<file path="src/rtl/vlb_pkg.sv">
package vlb_pkg;
  // Default geometry shared by the block and its checker.
  localparam int VLB_WIN_BYTES = 16;
  localparam int VLB_LANES     = 4;
  localparam int VLB_LEN_BITS  = 4;
endpackage

</file>
<file path="src/rtl/vlb_len_dec.sv">
// Length-only decode of one byte, assuming an instruction starts there.
module vlb_len_dec #(
  parameter int LEN_BITS = vlb_pkg::VLB_LEN_BITS,
  localparam int LEN_W = LEN_BITS + 1
) (
  input  logic [7:0]       byte_in,
  output logic [LEN_W-1:0] len_out
);
  assign len_out = {1'b0, byte_in[LEN_BITS-1:0]} + LEN_W'(1);
endmodule

</file>
<file path="src/rtl/vlb_start_chain.sv">
// Walks from the entry offset through the speculative lengths, marking real starts.
module vlb_start_chain #(
  parameter int WIN_BYTES = vlb_pkg::VLB_WIN_BYTES,
  parameter int LEN_BITS  = vlb_pkg::VLB_LEN_BITS,
  localparam int OFF_W = $clog2(WIN_BYTES),
  localparam int LEN_W = LEN_BITS + 1,
  localparam int SUM_W = $clog2(WIN_BYTES + (1 << LEN_BITS))
) (
  input  logic [WIN_BYTES*LEN_W-1:0] lens,
  input  logic [OFF_W-1:0]           entry,
  output logic [WIN_BYTES-1:0]       mark,
  output logic [OFF_W-1:0]           carry_off
);
  localparam logic [SUM_W-1:0] WIN_N = SUM_W'(WIN_BYTES);

  always_comb begin
    logic [SUM_W-1:0] nxt;
    mark      = '0;
    carry_off = '0;
    nxt       = '0;
    mark[entry] = 1'b1;
    for (int i = 0; i < WIN_BYTES; i++) begin
      if (mark[i]) begin
        nxt = SUM_W'(i) + SUM_W'(lens[i*LEN_W +: LEN_W]);
        if (nxt < WIN_N) mark[nxt[OFF_W-1:0]] = 1'b1;
        else             carry_off = OFF_W'(nxt - WIN_N);
      end
    end
  end
endmodule

</file>
<file path="src/rtl/vlb_pick.sv">
// Takes the lowest LANES set bits of a start mask, in ascending order.
module vlb_pick #(
  parameter int WIN_BYTES = vlb_pkg::VLB_WIN_BYTES,
  parameter int LANES     = vlb_pkg::VLB_LANES,
  localparam int OFF_W = $clog2(WIN_BYTES)
) (
  input  logic [WIN_BYTES-1:0]   mask,
  output logic [LANES-1:0]       lane_valid,
  output logic [LANES*OFF_W-1:0] lane_idx,
  output logic [WIN_BYTES-1:0]   rest
);
  always_comb begin
    logic [WIN_BYTES-1:0] m;
    logic                 found;
    logic [OFF_W-1:0]     pos;
    m          = mask;
    lane_valid = '0;
    lane_idx   = '0;
    found      = 1'b0;
    pos        = '0;
    for (int k = 0; k < LANES; k++) begin
      found = 1'b0;
      pos   = '0;
      for (int j = 0; j < WIN_BYTES; j++) begin
        if (!found && m[j]) begin
          found = 1'b1;
          pos   = OFF_W'(j);
        end
      end
      lane_valid[k] = found;
      lane_idx[k*OFF_W +: OFF_W] = pos;
      if (found) m[pos] = 1'b0;
    end
    rest = m;
  end
endmodule

</file>
<file path="src/rtl/vlb_boundary_marker.sv">
module vlb_boundary_marker #(
  parameter int WIN_BYTES = vlb_pkg::VLB_WIN_BYTES,
  parameter int LANES     = vlb_pkg::VLB_LANES,
  parameter int LEN_BITS  = vlb_pkg::VLB_LEN_BITS
) (
  input  logic                                  clk,
  input  logic                                  rst,
  input  logic                                  win_valid,
  input  logic [WIN_BYTES*8-1:0]                win_data,
  input  logic                                  flush,
  input  logic [$clog2(WIN_BYTES)-1:0]          flush_off,
  output logic                                  fetch_ready,
  output logic [LANES-1:0]                      out_valid,
  output logic [LANES*$clog2(WIN_BYTES)-1:0]    out_off,
  output logic [LANES*(LEN_BITS+1)-1:0]         out_len,
  output logic [LANES-1:0]                      out_part
);
  localparam int OFF_W = $clog2(WIN_BYTES);
  localparam int LEN_W = LEN_BITS + 1;
  localparam int SUM_W = $clog2(WIN_BYTES + (1 << LEN_BITS));

  logic [WIN_BYTES*8-1:0]     hold_q;
  logic [WIN_BYTES-1:0]       pend_q;
  logic                       busy_q;
  logic [OFF_W-1:0]           entry_q;

  logic                       accept;
  logic [WIN_BYTES*8-1:0]     src_data;
  logic [WIN_BYTES*LEN_W-1:0] len_vec;
  logic [WIN_BYTES-1:0]       chain_mark;
  logic [OFF_W-1:0]           carry_off;
  logic [WIN_BYTES-1:0]       src_mask;
  logic [LANES-1:0]           lane_valid;
  logic [LANES*OFF_W-1:0]     lane_idx;
  logic [WIN_BYTES-1:0]       rest;
  logic [LEN_W-1:0]           lane_len [LANES];
  logic [LANES-1:0]           lane_part;

  assign accept      = win_valid & ~busy_q & ~flush;
  assign src_data    = busy_q ? hold_q : win_data;
  assign fetch_ready = ~busy_q;

  // One speculative length decoder per byte offset.
  for (genvar b = 0; b < WIN_BYTES; b++) begin : g_lendec
    vlb_len_dec #(.LEN_BITS(LEN_BITS)) u_dec (
      .byte_in (src_data[b*8 +: 8]),
      .len_out (len_vec[b*LEN_W +: LEN_W])
    );
  end

  vlb_start_chain #(.WIN_BYTES(WIN_BYTES), .LEN_BITS(LEN_BITS)) u_chain (
    .lens      (len_vec),
    .entry     (entry_q),
    .mark      (chain_mark),
    .carry_off (carry_off)
  );

  assign src_mask = busy_q ? pend_q : chain_mark;

  vlb_pick #(.WIN_BYTES(WIN_BYTES), .LANES(LANES)) u_pick (
    .mask       (src_mask),
    .lane_valid (lane_valid),
    .lane_idx   (lane_idx),
    .rest       (rest)
  );

  always_comb begin
    logic [OFF_W-1:0] li;
    li = '0;
    for (int k = 0; k < LANES; k++) begin
      li          = lane_idx[k*OFF_W +: OFF_W];
      lane_len[k] = len_vec[int'(li)*LEN_W +: LEN_W];
      lane_part[k] = lane_valid[k] &&
                     ((SUM_W'(li) + SUM_W'(lane_len[k])) > SUM_W'(WIN_BYTES));
    end
  end

  // Window storage: plain data register, no reset needed.
  always_ff @(posedge clk) begin
    if (accept) hold_q <= win_data;
  end

  always_ff @(posedge clk) begin
    if (rst) begin
      busy_q    <= 1'b0;
      pend_q    <= '0;
      entry_q   <= '0;
      out_valid <= '0;
      out_part  <= '0;
      out_off   <= '0;
      out_len   <= '0;
    end else if (flush) begin
      busy_q    <= 1'b0;
      pend_q    <= '0;
      entry_q   <= flush_off;
      out_valid <= '0;
      out_part  <= '0;
    end else if (accept || busy_q) begin
      out_valid <= lane_valid;
      out_part  <= lane_part;
      for (int k = 0; k < LANES; k++) begin
        out_off[k*OFF_W +: OFF_W] <= lane_idx[k*OFF_W +: OFF_W];
        out_len[k*LEN_W +: LEN_W] <= lane_len[k];
      end
      pend_q <= rest;
      busy_q <= |rest;
      if (accept) entry_q <= carry_off;
    end else begin
      out_valid <= '0;
      out_part  <= '0;
    end
  end
endmodule

</file>
<file path="config.mk">
export PLATFORM = sky130hd
export DESIGN_NAME = vlb_boundary_marker
export DESIGN_NICKNAME = d
export VERILOG_FILES = /design/src/rtl/vlb_pkg.sv /design/src/rtl/vlb_len_dec.sv /design/src/rtl/vlb_start_chain.sv /design/src/rtl/vlb_pick.sv /design/src/rtl/vlb_boundary_marker.sv
export SDC_FILE = /design/constraint.sdc
export NUM_CORES = 1
export LEC_CHECK = 0
export ABC_AREA = 0
export BUFFER_PORTS_ARGS = -buffer_cell sky130_fd_sc_hd__buf_2
export CELL_PAD_IN_SITES_DETAIL_PLACEMENT = 1
export CELL_PAD_IN_SITES_GLOBAL_PLACEMENT = 1
export CORE_MARGIN = 3
export CORE_UTILIZATION = 49
export DETAILED_ROUTE_END_ITERATION = 12
export PLACE_DENSITY = 0.94
export SYNTH_ARGS = -nofsm -noshare
export SYNTH_HDL_FRONTEND = slang
export SYNTH_SLANG_ARGS = --single-unit
</file>
<file path="constraint.sdc">
create_clock -name clk -period 24.4 [get_ports clk]
set_input_delay 1.22 -clock clk [delete_from_list [all_inputs] [get_ports clk]]
set_output_delay 1.22 -clock clk [all_outputs]
set_load 0.005 [all_outputs]
</file>
Word level (Yosys, flattened, before mapping) --
Cells that the tools add are included.
Storage, ports and cells: output and inout port bits 45, register bits after elaboration 189
Cells by class: shift-type cells 4, add/sub/neg operators 51, magnitude comparators 62, $mul 4, bitwise logic cells 29, multiplexer cells 239, reductions and logical operators 153
Operators by type and width (number):
- 16-bit 2-to-1 mux | 37
- 80-bit by 8-bit indexed part select with 5-bit output | 4
- 4-bit 2-to-1 mux | 67
- 16-bit bitwise OR | 16
- 124-bit 2-to-1 mux | 1
- 4-bit by 5-bit < comparator with 1-bit output (second input constant) | 21
- 1-bit 2-to-1 mux | 89
- 1-bit logical AND | 85
- 1-bit demux with 4-bit select | 21
- 4-bit by 1-bit greater-or-equal comparator with 1-bit output (second input constant) | 21
- 4-bit by 1-bit adder with 5-bit output (second input constant) | 16
- 5-bit < comparator (second input constant) | 16
- 16-bit AND | 4
- 16-bit inverter | 4
- 4-bit by 1-bit subtractor with 4-bit output (second input constant) | 16
- 1-bit logical NOT | 60
- 3-bit 2-to-1 mux | 16
- 4-bit by 5-bit adder with 5-bit output (first input constant) | 8
- 4-bit by 3-bit multiplier with 7-bit output (second input constant) | 4
- 3-bit by 5-bit adder with 5-bit output (first input constant) | 4
- 4-bit by 5-bit adder with 5-bit output | 4
- 5-bit > comparator (second input constant) | 4
- 2-bit 2-to-1 mux | 8
- 16-bit OR reduction | 1
- 9 further kinds | 15

Longest topological paths before layout --
depth after elaboration 268, gate-level depth with buffers 71, gate-level depth less buffers 45

Hierarchy --
From an unflattened synthesis, not the netlist that was laid out.
Second synthesis, totals: cell total of the unflattened synthesis 1941, area, all modules 18721.7 um^2
By module, submodules not included:
- vlb_boundary_marker | instances 1, cells an instance 773, seq. area each 5144.9 um^2, area an instance 11075.6 um^2
- vlb_start_chain | instances 1, cells an instance 764, seq. area each 0.0 um^2, area an instance 5092.4 um^2
- vlb_pick | instances 1, cells an instance 308, seq. area each 0.0 um^2, area an instance 1813.0 um^2
- vlb_len_dec | instances 16, cells an instance 6, seq. area each 0.0 um^2, area an instance 46.3 um^2

Least setup slack after synthesis --
OpenSTA, ideal clock, no wires.
path kind flip-flop to flip-flop, from register busy_q, to register out_part[3], required time 24.338 ns, setup time 0.062 ns, path buffers 20, slack 10.625 ns, period minus slack after synthesis 13.775 ns, arrival 13.713 ns, cell stages (with the launch flop) 63, cells stage by stage dfxtp_1 -> buf_6 -> buf_8 -> buf_6 -> buf_6 -> buf_6 -> buf_6 -> buf_2 -> buf_2 -> buf_2 -> buf_1 -> clkbuf_1 -> clkbuf_1 -> clkbuf_1 -> clkbuf_1 -> buf_1 -> mux2i_1 -> inv_1 -> (+27 left out) -> or3_1 -> a211oi_2 -> and2_4 -> buf_6 -> inv_2 -> buf_2 -> nand3_1 -> a21oi_1 -> a2111oi_2 -> o21a_1 -> ha_1 -> inv_1 -> fa_1 -> xor2_1 -> nand4b_1 -> nand3_1 -> a2111o_1 -> nand3_1
RTL lines:
- from (decl) | RTL line vlb_boundary_marker.sv:24 | logic busy_q;
- from (signal assigned) | RTL line vlb_boundary_marker.sv:106 | busy_q <= |rest;
- to (signal assigned) | RTL line vlb_boundary_marker.sv:100 | out_part <= lane_part;
- to (decl) | RTL line vlb_boundary_marker.sv:16 | output logic [LANES-1:0] out_part

==> results by group <==
STA
  – Endpoints failing hold: 0
  – Worst Skew: 0.01697 ns
  – Tcrit/Tclk final: 0.6958
  – Pins over their slew limit: 0
  – Tmin final: 16.98 ns
  – Peak Freq: 0.05890 GHz
  – Worst slew pin tran: 1.206 ns
  – RSZ-0062 raised after global routing: false
  – Slew margin rel.: 0.1729
  – Final setup TNS: 0 ns
  – WHS: 0.4794 ns
  – Final setup viols: 0

Final layout
  – Share of layout cells above drive strength 1: 0.1447
  – Nets: 2,610
  – Area grow syn2layout: 8.344%
  – Non-filler cells, final: 2,841
  – Post-route core utilization: 0.5469

Worst setup path
  – Worst path bufs/invs: 4
  – FF-to-FF Start: busy_q$_SDFFE_PP0N_
  – Crit path capture type: flop
  – Critical path arrival: 17.39 ns
  – R2R Path End: out_part[3]$_SDFF_PP0_
  – Crit-path max FO: 104
  – Startpoint types: flop
  – Worst setup path class: reg -> reg
  – Crit path depth: 44
  – Crit-path leading delay family: compound AO/OA/AOI/OAI gates
  – Worst path slowest cell: a22oi_1
  – Worst reg-to-reg path cell count: 44
  – WP data required: 24.81 ns
  – Slowest stage delay, CP: 0.85 ns
  – Register-to-Register Setup Slack: 7.42 ns

Power and ir drop
  – Leakage Power: 0.007245 uW
  – Int Pwr: 738.7 uW
  – NetSw: 897.4 uW
  – Max IR drop VDD: 91.79 uV
  – Clock group share of total power: 0.172
  – Power density over the cells: 85.34 nW/um^2
  – Comb pwr share: 0.674
  – Pwr Total: 1636 uW
  – Sw Ratio: 0.5485
  – Reg power frac: 0.153

Placement
  – HPWL after detailed placement: 65,110 um
  – Placed Cells: 2,808
  – Number of port buffers: 116
  – RePlAce Congestion: 1.024

Yosys
  – Synthesized Nets: 2,552
  – Async S/R FF share, synth: 0
  – Seq cells post-synth: 129
  – Compound-gate portion of the synthesized area: 0.3153
  – Seq/Total Area, Yosys: 0.1822
  – Mux contribution to synthesized area: 0.07969
  – Post-Synth XOR/XNOR Area: 0.04709
  – Cells after Synth: 2,314
  – Yosys warns: 0
  – Cell variety after synth: 130
  – Average size of a mapped cell: 7.647 sq um
  – Syn Std Cell Area: 17,690 sq um
  – Largest family of logic cells by synthesized area: compound AO/OA/AOI/OAI gates
  – Adder and majority gate portion of the synthesized area: 0.07729
  – Ys flop type: dfxtp_1
  – Post-Synth Simple-Gate Area: 0.2481
  – EDFF count, synth: 64

Clock tree
  – CTS tree: yes
  – Clock root cell: clkbuf_16
  – H-tree depth: 4
  – TritonCTS buffer count: 17
  – Hold-fix buffers, CTS: 0
  – Postcts setup bufs: 0
  – Total clock sinks: 129
  – Post-CTS sizing: 0
  – Clk slew on worst S/H paths: 0.07 ns
  – Clock Path Buffers: 2
  – Clk Latency, worst-skew pair: 0.49 ns

Routing
  – # DRC: 0
  – Antenna Violating Nets Remaining: 0
  – Vias per cell: 7.294
  – Initial DRC count: 2,760
  – Drt pass-1 iters: 6
  – Final wirelength: 84,930 um
  – Avg WL per Cell: 29.89 um
  – Via count: 20,720

Global route
  – GR Overflow Total: 0
  – GRT Overall Usage: 0.4278
  – Largest net degree at the start of global routing: 105
  – Initial antenna violation count: 2
  – First-pass GRT wire length: 127,500 um
  – Vias in the first global route: 20,290

Floorplan
  – Core area: 35,050 sq um
  – Starting Density: 0.5048
  – Die Span Y: 196.0 um
  – Die X: 196.0 um
  – Die ar.: 38,430 sq um
  – Io pins: 181
  – Core Rows: 68

Job
  – Max-cap violations: 0

Worst hold path
  – Min-delay src: pend_q[1]$_SDFFE_PP0N_
  – Hold Path Cell Cnt: 1
  – Min-Delay Endpoint: pend_q[1]$_SDFFE_PP0N_
  – Worst hold path type: reg -> reg

Outcome
  – Outcome: complete, no violations
==> state kept, by name, indices dropped and copies added, names as in the netlist <==
name and count:
pend_q 16, out_off 16, busy_q 1, out_len 20, out_valid 4, hold_q 64, entry_q 4, out_part 4
==> worst max path at each step <==
stage,from,to,slack (ns)
global route,busy_q$_SDFFE_PP0N_,out_part[3]$_SDFF_PP0_,6.88
CTS,busy_q$_SDFFE_PP0N_,out_part[3]$_SDFF_PP0_,8.08
finish,busy_q$_SDFFE_PP0N_,out_part[3]$_SDFF_PP0_,7.42
global placement,win_data[0],out_part[3]$_SDFF_PP0_,8.66
floorplan,busy_q$_SDFFE_PP0N_,out_part[3]$_SDFF_PP0_,10.62
detailed placement,busy_q$_SDFFE_PP0N_,out_part[3]$_SDFF_PP0_,8.20
==> placed cells by master (no fill, tap or decap), types with 17 or more instances in the layout <==
master | synthesis | layout
mux2i_1 | 90 | 90
xor2_1 | 40 | 40
a211oi_1 | 59 | 59
nor3_1 | 56 | 56
nand3_1 | 88 | 88
edfxtp_1 | 64 | 64
buf_2 | 27 | 116
o22ai_1 | 18 | 18
xnor2_1 | 44 | 44
dfxtp_1 | 65 | 64
o21ai_0 | 97 | 97
a22oi_1 | 20 | 20
a21o_1 | 23 | 23
and3_1 | 42 | 42
ha_1 | 98 | 98
a21oi_1 | 175 | 175
nand2b_1 | 25 | 25
clkbuf_16 | 0 | 18
buf_4 | 5 | 30
nand4_1 | 17 | 17
o21ai_1 | 21 | 21
o211ai_1 | 49 | 49
a31oi_1 | 39 | 39
and2_1 | 37 | 37
o221ai_1 | 17 | 17
inv_1 | 88 | 88
nand2_1 | 259 | 259
nor2_1 | 261 | 259
==> cells in the mapped netlist, drive strengths merged (25+ instances only) <==
cell type | instances | share of area
and2 | 39 | 0.014
nand3 | 89 | 0.025
a31oi | 42 | 0.016
edfxtp | 64 | 0.11
a21oi | 181 | 0.053
mux2i | 99 | 0.060
nor3 | 60 | 0.018
inv | 94 | 0.020
nor2 | 265 | 0.057
and3 | 43 | 0.015
xor2 | 41 | 0.021
xnor2 | 49 | 0.026
nand2b | 25 | 0.0088
a211oi | 72 | 0.036
o21ai | 126 | 0.037
ha | 98 | 0.069
buf | 55 | 0.019
clkbuf | 53 | 0.011
dfxtp | 65 | 0.074
nand2 | 263 | 0.057
o211ai | 53 | 0.024
==> per-stage QoR <==
step	worst slack, ns	cell area, sq um
after floorplan	10.62	17690
after detailed placement	8.204	18560
final	7.423	19170
after CTS	8.079	19170
after global placement	8.658	18560
after global routing	6.884	19170
==> final cells by class <==
cell class / count / area (sq um)
fillers: 4368 / 15880
clock buffers: 19 / 464.2
inverters: 94 / 352.8
multi-input cells: 1983 / 13590
well taps: 455 / 569.3
repair buffers: 147 / 825.8
diodes: 1 / 2.502
flip-flops and latches: 129 / 3227
clock inverters: 13 / 140.1
==> metal layers <==
| metal | wire length, um | track usage | vias up | part of all wire |
|---|---|---|---|---|
| met5 | 13 | 0 | - | 0.00015 |
| met4 | 4188 | 0.1798 | 2 | 0.049 |
| met1 | 34710 | 0.5689 | 10230 | 0.41 |
| li1 | - | - | 8848 | - |
| met2 | 36570 | 0.6584 | 1347 | 0.43 |
| met3 | 9448 | 0.1116 | 295 | 0.11 |
==> logic make-up (layout without fill, tap and decap cells) <==
kind of cell / count (synthesis) / count (layout)
multiplexers: 123 / 123
buffers and inverters: 202 / 273
AO/OA/AOI/OAI: 753 / 753
AND/OR/NAND/NOR: 909 / 909
other: 0 / 1
flip-flops: 129 / 129
adder cells (fa/ha/maj): 108 / 108
XOR/XNOR: 90 / 90
==> power by group through the flow <==
stage          Clock, uW  Sequential, uW  Combinational (uW)
2_1_floorplan          0             252                 705
3_3_place_gp           0             253                 987
3_5_place_dp           0             255                1030
4_1_cts              281             251                1050
5_1_grt              289             252                1150
6_report             282             251                1100
No activity file was read; power rests on OpenSTA's default activity.
